File: src/rtl/irqn_pkg.sv
package irqn_pkg;
    localparam int NSRC  = 14;               // total request sources
    localparam int NGEN  = 6;                // general request pins
    localparam int NPIN  = NGEN + 1;         // plus the power-monitor pin
    localparam int NPER  = NSRC - NPIN;      // internal peripheral pulses
    localparam int VW    = $clog2(NSRC);     // vector width
    localparam int CW    = NSRC + 1;         // control data width
    localparam int HOLD_CLR_BIT = NSRC;      // bit clearing the power-fail status

    localparam logic [1:0] REG_ENA = 2'd0;
    localparam logic [1:0] REG_POL = 2'd1;
    localparam logic [1:0] REG_CLR = 2'd2;

    typedef enum logic [1:0] {
        ST_IDLE  = 2'd0,
        ST_OFFER = 2'd1,
        ST_BUSY  = 2'd2,
        ST_FULL  = 2'd3
    } nest_st_e;
endpackage

File: src/rtl/irqn_pin_front.sv
module irqn_pin_front #(
    parameter int NP = 7
) (
    input  logic          clk,
    input  logic          rst_n,
    input  logic [NP-1:0] pin_raw,
    input  logic [NP-2:0] pol_rise,
    output logic [NP-1:0] edge_det
);
    logic [NP-1:0] s1_q, s2_q, s3_q;

    always_ff @(posedge clk or negedge rst_n) begin
        if (!rst_n) begin
            s1_q <= '0;
            s2_q <= '0;
            s3_q <= '0;
        end else begin
            s1_q <= pin_raw;
            s2_q <= s1_q;
            s3_q <= s2_q;
        end
    end

    for (genvar i = 0; i < NP; i++) begin : g_pin
        if (i == 0) begin : g_fall_only
            // power monitor: falling edge only
            assign edge_det[i] = s3_q[i] & ~s2_q[i];
        end else begin : g_sel
            assign edge_det[i] = pol_rise[i-1] ? (s2_q[i] & ~s3_q[i])
                                               : (s3_q[i] & ~s2_q[i]);
        end
    end
endmodule

File: src/rtl/irqn_pend.sv
module irqn_pend #(
    parameter int N = 14
) (
    input  logic         clk,
    input  logic         rst_n,
    input  logic [N-1:0] set_req,
    input  logic [N-1:0] clr_req,
    input  logic [N-1:0] ack_clr,
    output logic [N-1:0] flags_q,
    output logic [N-1:0] flags_d
);
    // a set in the same cycle as a clear wins
    always_comb flags_d = (flags_q & ~clr_req & ~ack_clr) | set_req;

    always_ff @(posedge clk or negedge rst_n) begin
        if (!rst_n) flags_q <= '0;
        else        flags_q <= flags_d;
    end
endmodule

File: src/rtl/irqn_prio.sv
module irqn_prio #(
    parameter int N = 14,
    parameter int W = 4
) (
    input  logic [N-1:0] req,
    output logic         valid,
    output logic [W-1:0] idx
);
    always_comb begin
        valid = 1'b0;
        idx   = '0;
        for (int i = N - 1; i >= 0; i--) begin
            if (req[i]) begin
                valid = 1'b1;
                idx   = W'(i);
            end
        end
    end
endmodule

File: src/rtl/irqn_stack.sv
module irqn_stack #(
    parameter int DEPTH = 16,
    parameter int LW    = 4,
    parameter int DW    = $clog2(DEPTH + 1)
) (
    input  logic          clk,
    input  logic          rst_n,
    input  logic          push,
    input  logic          pop,
    input  logic [LW-1:0] push_lvl,
    output logic [DW-1:0] depth_q,
    output logic [DW-1:0] depth_d,
    output logic [LW-1:0] top_d
);
    localparam int IW = (DEPTH > 1) ? $clog2(DEPTH) : 1;

    logic [LW-1:0] mem [DEPTH];
    logic          pop_eff, push_eff;
    logic [DW-1:0] wr_pos, rd_pos;

    always_comb begin
        pop_eff  = pop && (depth_q != '0);
        wr_pos   = depth_q - DW'(pop_eff);
        push_eff = push && (wr_pos < DW'(DEPTH));
        depth_d  = wr_pos + DW'(push_eff);
        rd_pos   = depth_d - DW'(1);
        if (push_eff)             top_d = push_lvl;
        else if (depth_d == '0)   top_d = '0;
        else                      top_d = mem[IW'(rd_pos)];
    end

    always_ff @(posedge clk or negedge rst_n) begin
        if (!rst_n) depth_q <= '0;
        else        depth_q <= depth_d;
    end

    always_ff @(posedge clk) begin
        if (push_eff) mem[IW'(wr_pos)] <= push_lvl;
    end
endmodule

File: src/rtl/irq_nest_ctrl.sv
module irq_nest_ctrl
    import irqn_pkg::*;
#(
    parameter  int NEST_MAX = 16,
    localparam int DW       = $clog2(NEST_MAX + 1)
) (
    input  logic            clk,
    input  logic            rst_n,
    input  logic            pin_hold,
    input  logic [NGEN-1:0] pin_int,
    input  logic [NPER-1:0] per_pulse,
    input  logic            ctrl_we,
    input  logic [1:0]      ctrl_addr,
    input  logic [CW-1:0]   ctrl_wdata,
    input  logic            irq_ack,
    input  logic            irq_ret,
    output logic            irq_req,
    output logic [VW-1:0]   irq_vec,
    output logic            nest_ovf,
    output logic [DW-1:0]   nest_depth,
    output logic [NSRC-1:0] pend_flags,
    output logic            hold_on
);
    logic [NSRC-1:0] ena_q;
    logic [NGEN-1:0] pol_q;
    logic            hold_on_q;
    logic [NPIN-1:0] pin_edge;
    logic [NSRC-1:0] set_req, clr_req, ack_clr, flags_q, flags_d;
    logic            wr_ena, wr_pol, wr_clr, ack_take;
    logic            cand_v, preempt;
    logic [VW-1:0]   cand_i, vec_q, top_d;
    logic [DW-1:0]   depth_q, depth_d;
    nest_st_e        state_q, state_d;

    // control register writes
    always_comb begin
        wr_ena  = ctrl_we && (ctrl_addr == REG_ENA);
        wr_pol  = ctrl_we && (ctrl_addr == REG_POL);
        wr_clr  = ctrl_we && (ctrl_addr == REG_CLR);
        clr_req = wr_clr ? ctrl_wdata[NSRC-1:0] : '0;
    end

    always_ff @(posedge clk or negedge rst_n) begin
        if (!rst_n) begin
            ena_q     <= '0;
            pol_q     <= '0;
            hold_on_q <= 1'b0;
        end else begin
            if (wr_ena) ena_q <= ctrl_wdata[NSRC-1:0];
            if (wr_pol) pol_q <= ctrl_wdata[NGEN-1:0];
            if (pin_edge[0])                              hold_on_q <= 1'b1;
            else if (wr_clr && ctrl_wdata[HOLD_CLR_BIT])  hold_on_q <= 1'b0;
        end
    end

    irqn_pin_front #(.NP(NPIN)) u_front (
        .clk      (clk),
        .rst_n    (rst_n),
        .pin_raw  ({pin_int, pin_hold}),
        .pol_rise (pol_q),
        .edge_det (pin_edge)
    );

    always_comb begin
        set_req  = {per_pulse, pin_edge} & ena_q;
        ack_take = irq_ack && (state_q == ST_OFFER);
        ack_clr  = ack_take ? (NSRC'(1) << vec_q) : '0;
    end

    irqn_pend #(.N(NSRC)) u_pend (
        .clk     (clk),
        .rst_n   (rst_n),
        .set_req (set_req),
        .clr_req (clr_req),
        .ack_clr (ack_clr),
        .flags_q (flags_q),
        .flags_d (flags_d)
    );

    irqn_stack #(.DEPTH(NEST_MAX), .LW(VW), .DW(DW)) u_stack (
        .clk      (clk),
        .rst_n    (rst_n),
        .push     (ack_take),
        .pop      (irq_ret),
        .push_lvl (vec_q),
        .depth_q  (depth_q),
        .depth_d  (depth_d),
        .top_d    (top_d)
    );

    irqn_prio #(.N(NSRC), .W(VW)) u_prio (
        .req   (flags_d),
        .valid (cand_v),
        .idx   (cand_i)
    );

    // next-state decision from the post-update flags and stack
    always_comb begin
        preempt = cand_v && ((depth_d == '0) || (cand_i < top_d));
        if (preempt && (depth_d == DW'(NEST_MAX))) state_d = ST_FULL;
        else if (preempt)                          state_d = ST_OFFER;
        else if (depth_d != '0)                    state_d = ST_BUSY;
        else                                       state_d = ST_IDLE;
    end

    // state register
    always_ff @(posedge clk or negedge rst_n) begin
        if (!rst_n) begin
            state_q <= ST_IDLE;
            vec_q   <= '0;
        end else begin
            state_q <= state_d;
            vec_q   <= cand_v ? cand_i : '0;
        end
    end

    // outputs
    always_comb begin
        irq_req  = 1'b0;
        nest_ovf = 1'b0;
        unique case (state_q)
            ST_IDLE:  ;
            ST_OFFER: irq_req  = 1'b1;
            ST_BUSY:  ;
            ST_FULL:  nest_ovf = 1'b1;
        endcase
        irq_vec    = vec_q;
        nest_depth = depth_q;
        pend_flags = flags_q;
        hold_on    = hold_on_q;
    end
endmodule

File: config.mk
export PLATFORM = sky130hd
export DESIGN_NAME = irq_nest_ctrl
export DESIGN_NICKNAME = d
export VERILOG_FILES = /design/src/rtl/irqn_pkg.sv /design/src/rtl/irqn_pin_front.sv /design/src/rtl/irqn_pend.sv /design/src/rtl/irqn_prio.sv /design/src/rtl/irqn_stack.sv /design/src/rtl/irq_nest_ctrl.sv
export SDC_FILE = /design/constraint.sdc
export NUM_CORES = 1
export LEC_CHECK = 0
export BUFFER_PORTS_ARGS = -buffer_cell sky130_fd_sc_hd__buf_2
export CORE_ASPECT_RATIO = 0.5
export CORE_MARGIN = 2
export CORE_UTILIZATION = 58
export DETAILED_ROUTE_END_ITERATION = 10
export PLACE_DENSITY = 0.79
export SETUP_SLACK_MARGIN = 0.05
export SYNTH_ARGS = -nofsm -noshare
export SYNTH_HDL_FRONTEND = slang
export SYNTH_SLANG_ARGS = --single-unit
File: constraint.sdc
create_clock -name clk -period 8.93 [get_ports clk]
set_clock_uncertainty 0.2 [all_clocks]
set_input_delay 1.3395 -clock clk [delete_from_list [all_inputs] [get_ports clk]]
set_output_delay 1.3395 -clock clk [all_outputs]
set_load 0.01 [all_outputs]
==> results.ini <==
[timing]
timing.fmax_mhz = 146
min_period_ps = 6850
timing.max_slew.rel_slack_pct = 36.9
worst-slew-pin-transition_ps = 947
finalWorstSetupSlack_ps = 2080
finalHoldViolCount = 0
setup_viol_count_final = 0
timing.setup.tns_ps = 0
finalCritPeriodShare_pct = 76.7
slew_violations = 0
rsz0062_at_grt = false

[drt]
total_iterations_of_the_first_detailed_routing_run = 7
antenna_violating_nets_post_route = 0
met3_length_um = 628
met2_wirelength_um = 6420
m1WireLength_um = 5620
number_of_remaining_drc_errors = 0
maxUsedRoutingLayer = met4
wl_per_cell_um = 20.7
drt_iter0_drc = 313
via_count = 3757
routed_wire_length_um = 12900
routed_via_density = 6.03

[run]
timing.max_cap.violations = 0

[synthesis]
synth-main-ff-cell = sky130_fd_sc_hd__dfrtp_1
asyncSetResetFlopFracSynth_pct = 51.1
ys_seq_area_share_pct = 62.0
ys_seq_elements = 131
synth.top_cells.by_area = sky130_fd_sc_hd__edfxtp_1 33%, sky130_fd_sc_hd__dfrtp_1 29%, sky130_fd_sc_hd__mux4_2 6.2%
yosys.area.top_type_share_pct = 33.1
synth_enable_flop_cells = 64
yosys.cell_types.count = 59
synthesis.yosys.warnings = 0
synth_area_um2 = 5800
synth_fp_nets = 452
postSynthAreaPerCell_um2 = 14.3
yosys.area.top_type = sky130_fd_sc_hd__edfxtp_1
syn-instance-count = 407

[clocking]
worstSkewPairLatency_ps = 420
cts_hold_repair.buffers = 0
cts_setup_buffers = 0
cts-htree-levels = 4
cts_buffers = 17
clk_transition_reported_paths_ps = 60
clock-root-buffer = sky130_fd_sc_hd__clkbuf_16
cts_tree = yes
ctsResizeCount = 0
cts-root-to-sink-buffers = 2
clock_sink_count = 131

[final_layout]
area_growth_syn_to_layout_pct = 17.8
antenna_cells = 0
ff_latch_area_um2 = 3600
leading_cell_types_in_the_layout_fill_and_taps_excluded = 67 x sky130_fd_sc_hd__dfrtp_1, 64 x sky130_fd_sc_hd__edfxtp_1, 61 x sky130_fd_sc_hd__buf_2
finish.net_count = 520
share_of_cells_above_drive_strength_1_pct = 30.1
fillers = 630
multi_input_area_um2 = 2040
mostFrequentLayoutCell = sky130_fd_sc_hd__dfrtp_1

[grt]
maximum_number_of_pins_on_one_net_before_global_route_repair = 68
number_of_global_route_vias_before_repair = 3921
grt_pass1_wl_um = 20500
gr-usage-all-layers_pct = 25.5
antenna_found_initial = 0
grt.overflow.total = 0

[run_status]
status = complete, no violations

[placement]
place.detailed.hpwl_um = 8110
routabilityCongestion = 0.805
placement.setup.worst_slack_ps = 1800
numPortBuffers = 61

[floorplan]
fp.coreArea_um2 = 9570
ioPinCount = 62
fp.dieH_um = 74.7
number_of_placement_rows = 25
start_util_pct = 60.6
chipWidth_um = 145
die-area_um2 = 10900

[critical_path]
critPathKind = in2reg
worstSetupEndpointType = flop
critical_path_required_ps = 9030
start_kind = input port
critical_path_peak_fanout = 16
worst-endpoint-arrival_ps = 6950

[pwr]
power.static_leakage_uw = 0.00277
power-per-cell-area_nw_per_um2 = 415
total_power_uw = 2830
vdd.ir_drop.worst_mv = 0.259

[min_path]
holdCritPathClass = reg2reg

[final timing paths]
kind | cells after the start | to | start | slack, ps
setup / recovery | 21 | state_q[1] | irq_ret | 2080
hold / removal | 0 | u_front.s2_q[3] | u_front.s1_q[3] | 150
setup reg to reg | 21 | state_q[1] | u_stack.depth_q[2] | 2290
hold reg to reg | 0 | u_front.s2_q[3] | u_front.s1_q[3] | 150
max in group asynchronous | 2 | u_front.s2_q[0] | rst_n | 7090
min in group asynchronous | 2 | u_front.s1_q[6] | rst_n | 900
[flip-flops by register name, indices dropped and copies added (netlist names), 2 cells and up]
name             cells
u_stack.mem         64
ena_q               14
u_pend.flags_q      14
u_front.s1_q         7
u_front.s2_q         7
u_front.s3_q         7
pol_q                6
u_stack.depth_q      5
irq_vec              4
state_q              2
[critical path, cell delays in order]
cell,delay (ps)
sky130_fd_sc_hd__buf_2,70
sky130_fd_sc_hd__a21boi_0,170
sky130_fd_sc_hd__ha_1,250
sky130_fd_sc_hd__ha_1,370
sky130_fd_sc_hd__inv_1,140
sky130_fd_sc_hd__or3_1,400
sky130_fd_sc_hd__xor2_1,160
sky130_fd_sc_hd__and3_1,320
sky130_fd_sc_hd__ha_1,310
sky130_fd_sc_hd__ha_1,340
sky130_fd_sc_hd__inv_1,70
sky130_fd_sc_hd__ha_1,800
sky130_fd_sc_hd__mux4_2,430
sky130_fd_sc_hd__mux2_2,280
sky130_fd_sc_hd__nand2_1,60
sky130_fd_sc_hd__o21ai_0,80
sky130_fd_sc_hd__a22oi_1,220
sky130_fd_sc_hd__ha_1,290
sky130_fd_sc_hd__a211oi_1,360
sky130_fd_sc_hd__o211ai_2,170
sky130_fd_sc_hd__o31a_1,310
[logic make-up after synthesis]
family                     count (synthesis)  synth area share [%]
muxes                                     45                  11.8
AOI/OAI and AO/OA                         59                  7.72
DFF                                      131                  62.0
xor gates and xnor gates                   6                  1.64
buffers and inverters                     39                  2.89
and+or+nand+nor                          118                  12.0
adders and majority gates                  9                  1.94
[per-layer routing]
metal,global-route usage [%],up-vias
li1,-,1685
met1,31.9,1918
met2,44.5,130
met3,6.06,24
met4,10.9,0
met5,0,-
[power breakdown]
part	switching [µW]	leakage, µW	total [µW]	internal, µW
Sequential	104	0.00138	847	744
Combinational	697	0.00110	1290	591
Clock	270	0.000300	698	429
Total	1070	0.00277	2830	1760
[cell usage after synthesis, types with 5 or more instances]
library cell / n
sky130_fd_sc_hd__nor2_1: 23
sky130_fd_sc_hd__and3b_1: 8
sky130_fd_sc_hd__clkbuf_1: 7
sky130_fd_sc_hd__a221o_1: 5
sky130_fd_sc_hd__mux2_2: 23
sky130_fd_sc_hd__nor3b_1: 9
sky130_fd_sc_hd__and2_1: 5
sky130_fd_sc_hd__dfrtp_1: 67
sky130_fd_sc_hd__mux2i_1: 5
sky130_fd_sc_hd__buf_2: 5
sky130_fd_sc_hd__nor3_1: 8
sky130_fd_sc_hd__o21ai_0: 14
sky130_fd_sc_hd__inv_1: 23
sky130_fd_sc_hd__nand2b_1: 8
sky130_fd_sc_hd__ha_1: 9
sky130_fd_sc_hd__mux4_2: 16
sky130_fd_sc_hd__edfxtp_1: 64
sky130_fd_sc_hd__nand2_1: 23
sky130_fd_sc_hd__a31oi_1: 7
[metrics by stage]
stage          std cells  hold WS (ps)  area (µm²)  util, %
6_report             623           150        6840     71.4
5_1_grt              623           152        6840     71.4
4_1_cts              623           152        6840     71.4
3_5_place_dp         591           138        6230     65.1
3_3_place_gp         591           132        6230     65.1
2_1_floorplan        407           131        5800        -
[cell type report]
type                    instances  area share (%)
repair buffers                 65            4.90
clock inverters                11            1.65
inverters                      23            1.26
multi-input cells             237            29.9
flip-flops and latches        131            52.6
well taps                     135            2.47
clock buffers                  21            7.21
No activity file was read; power rests on OpenSTA's default activity.
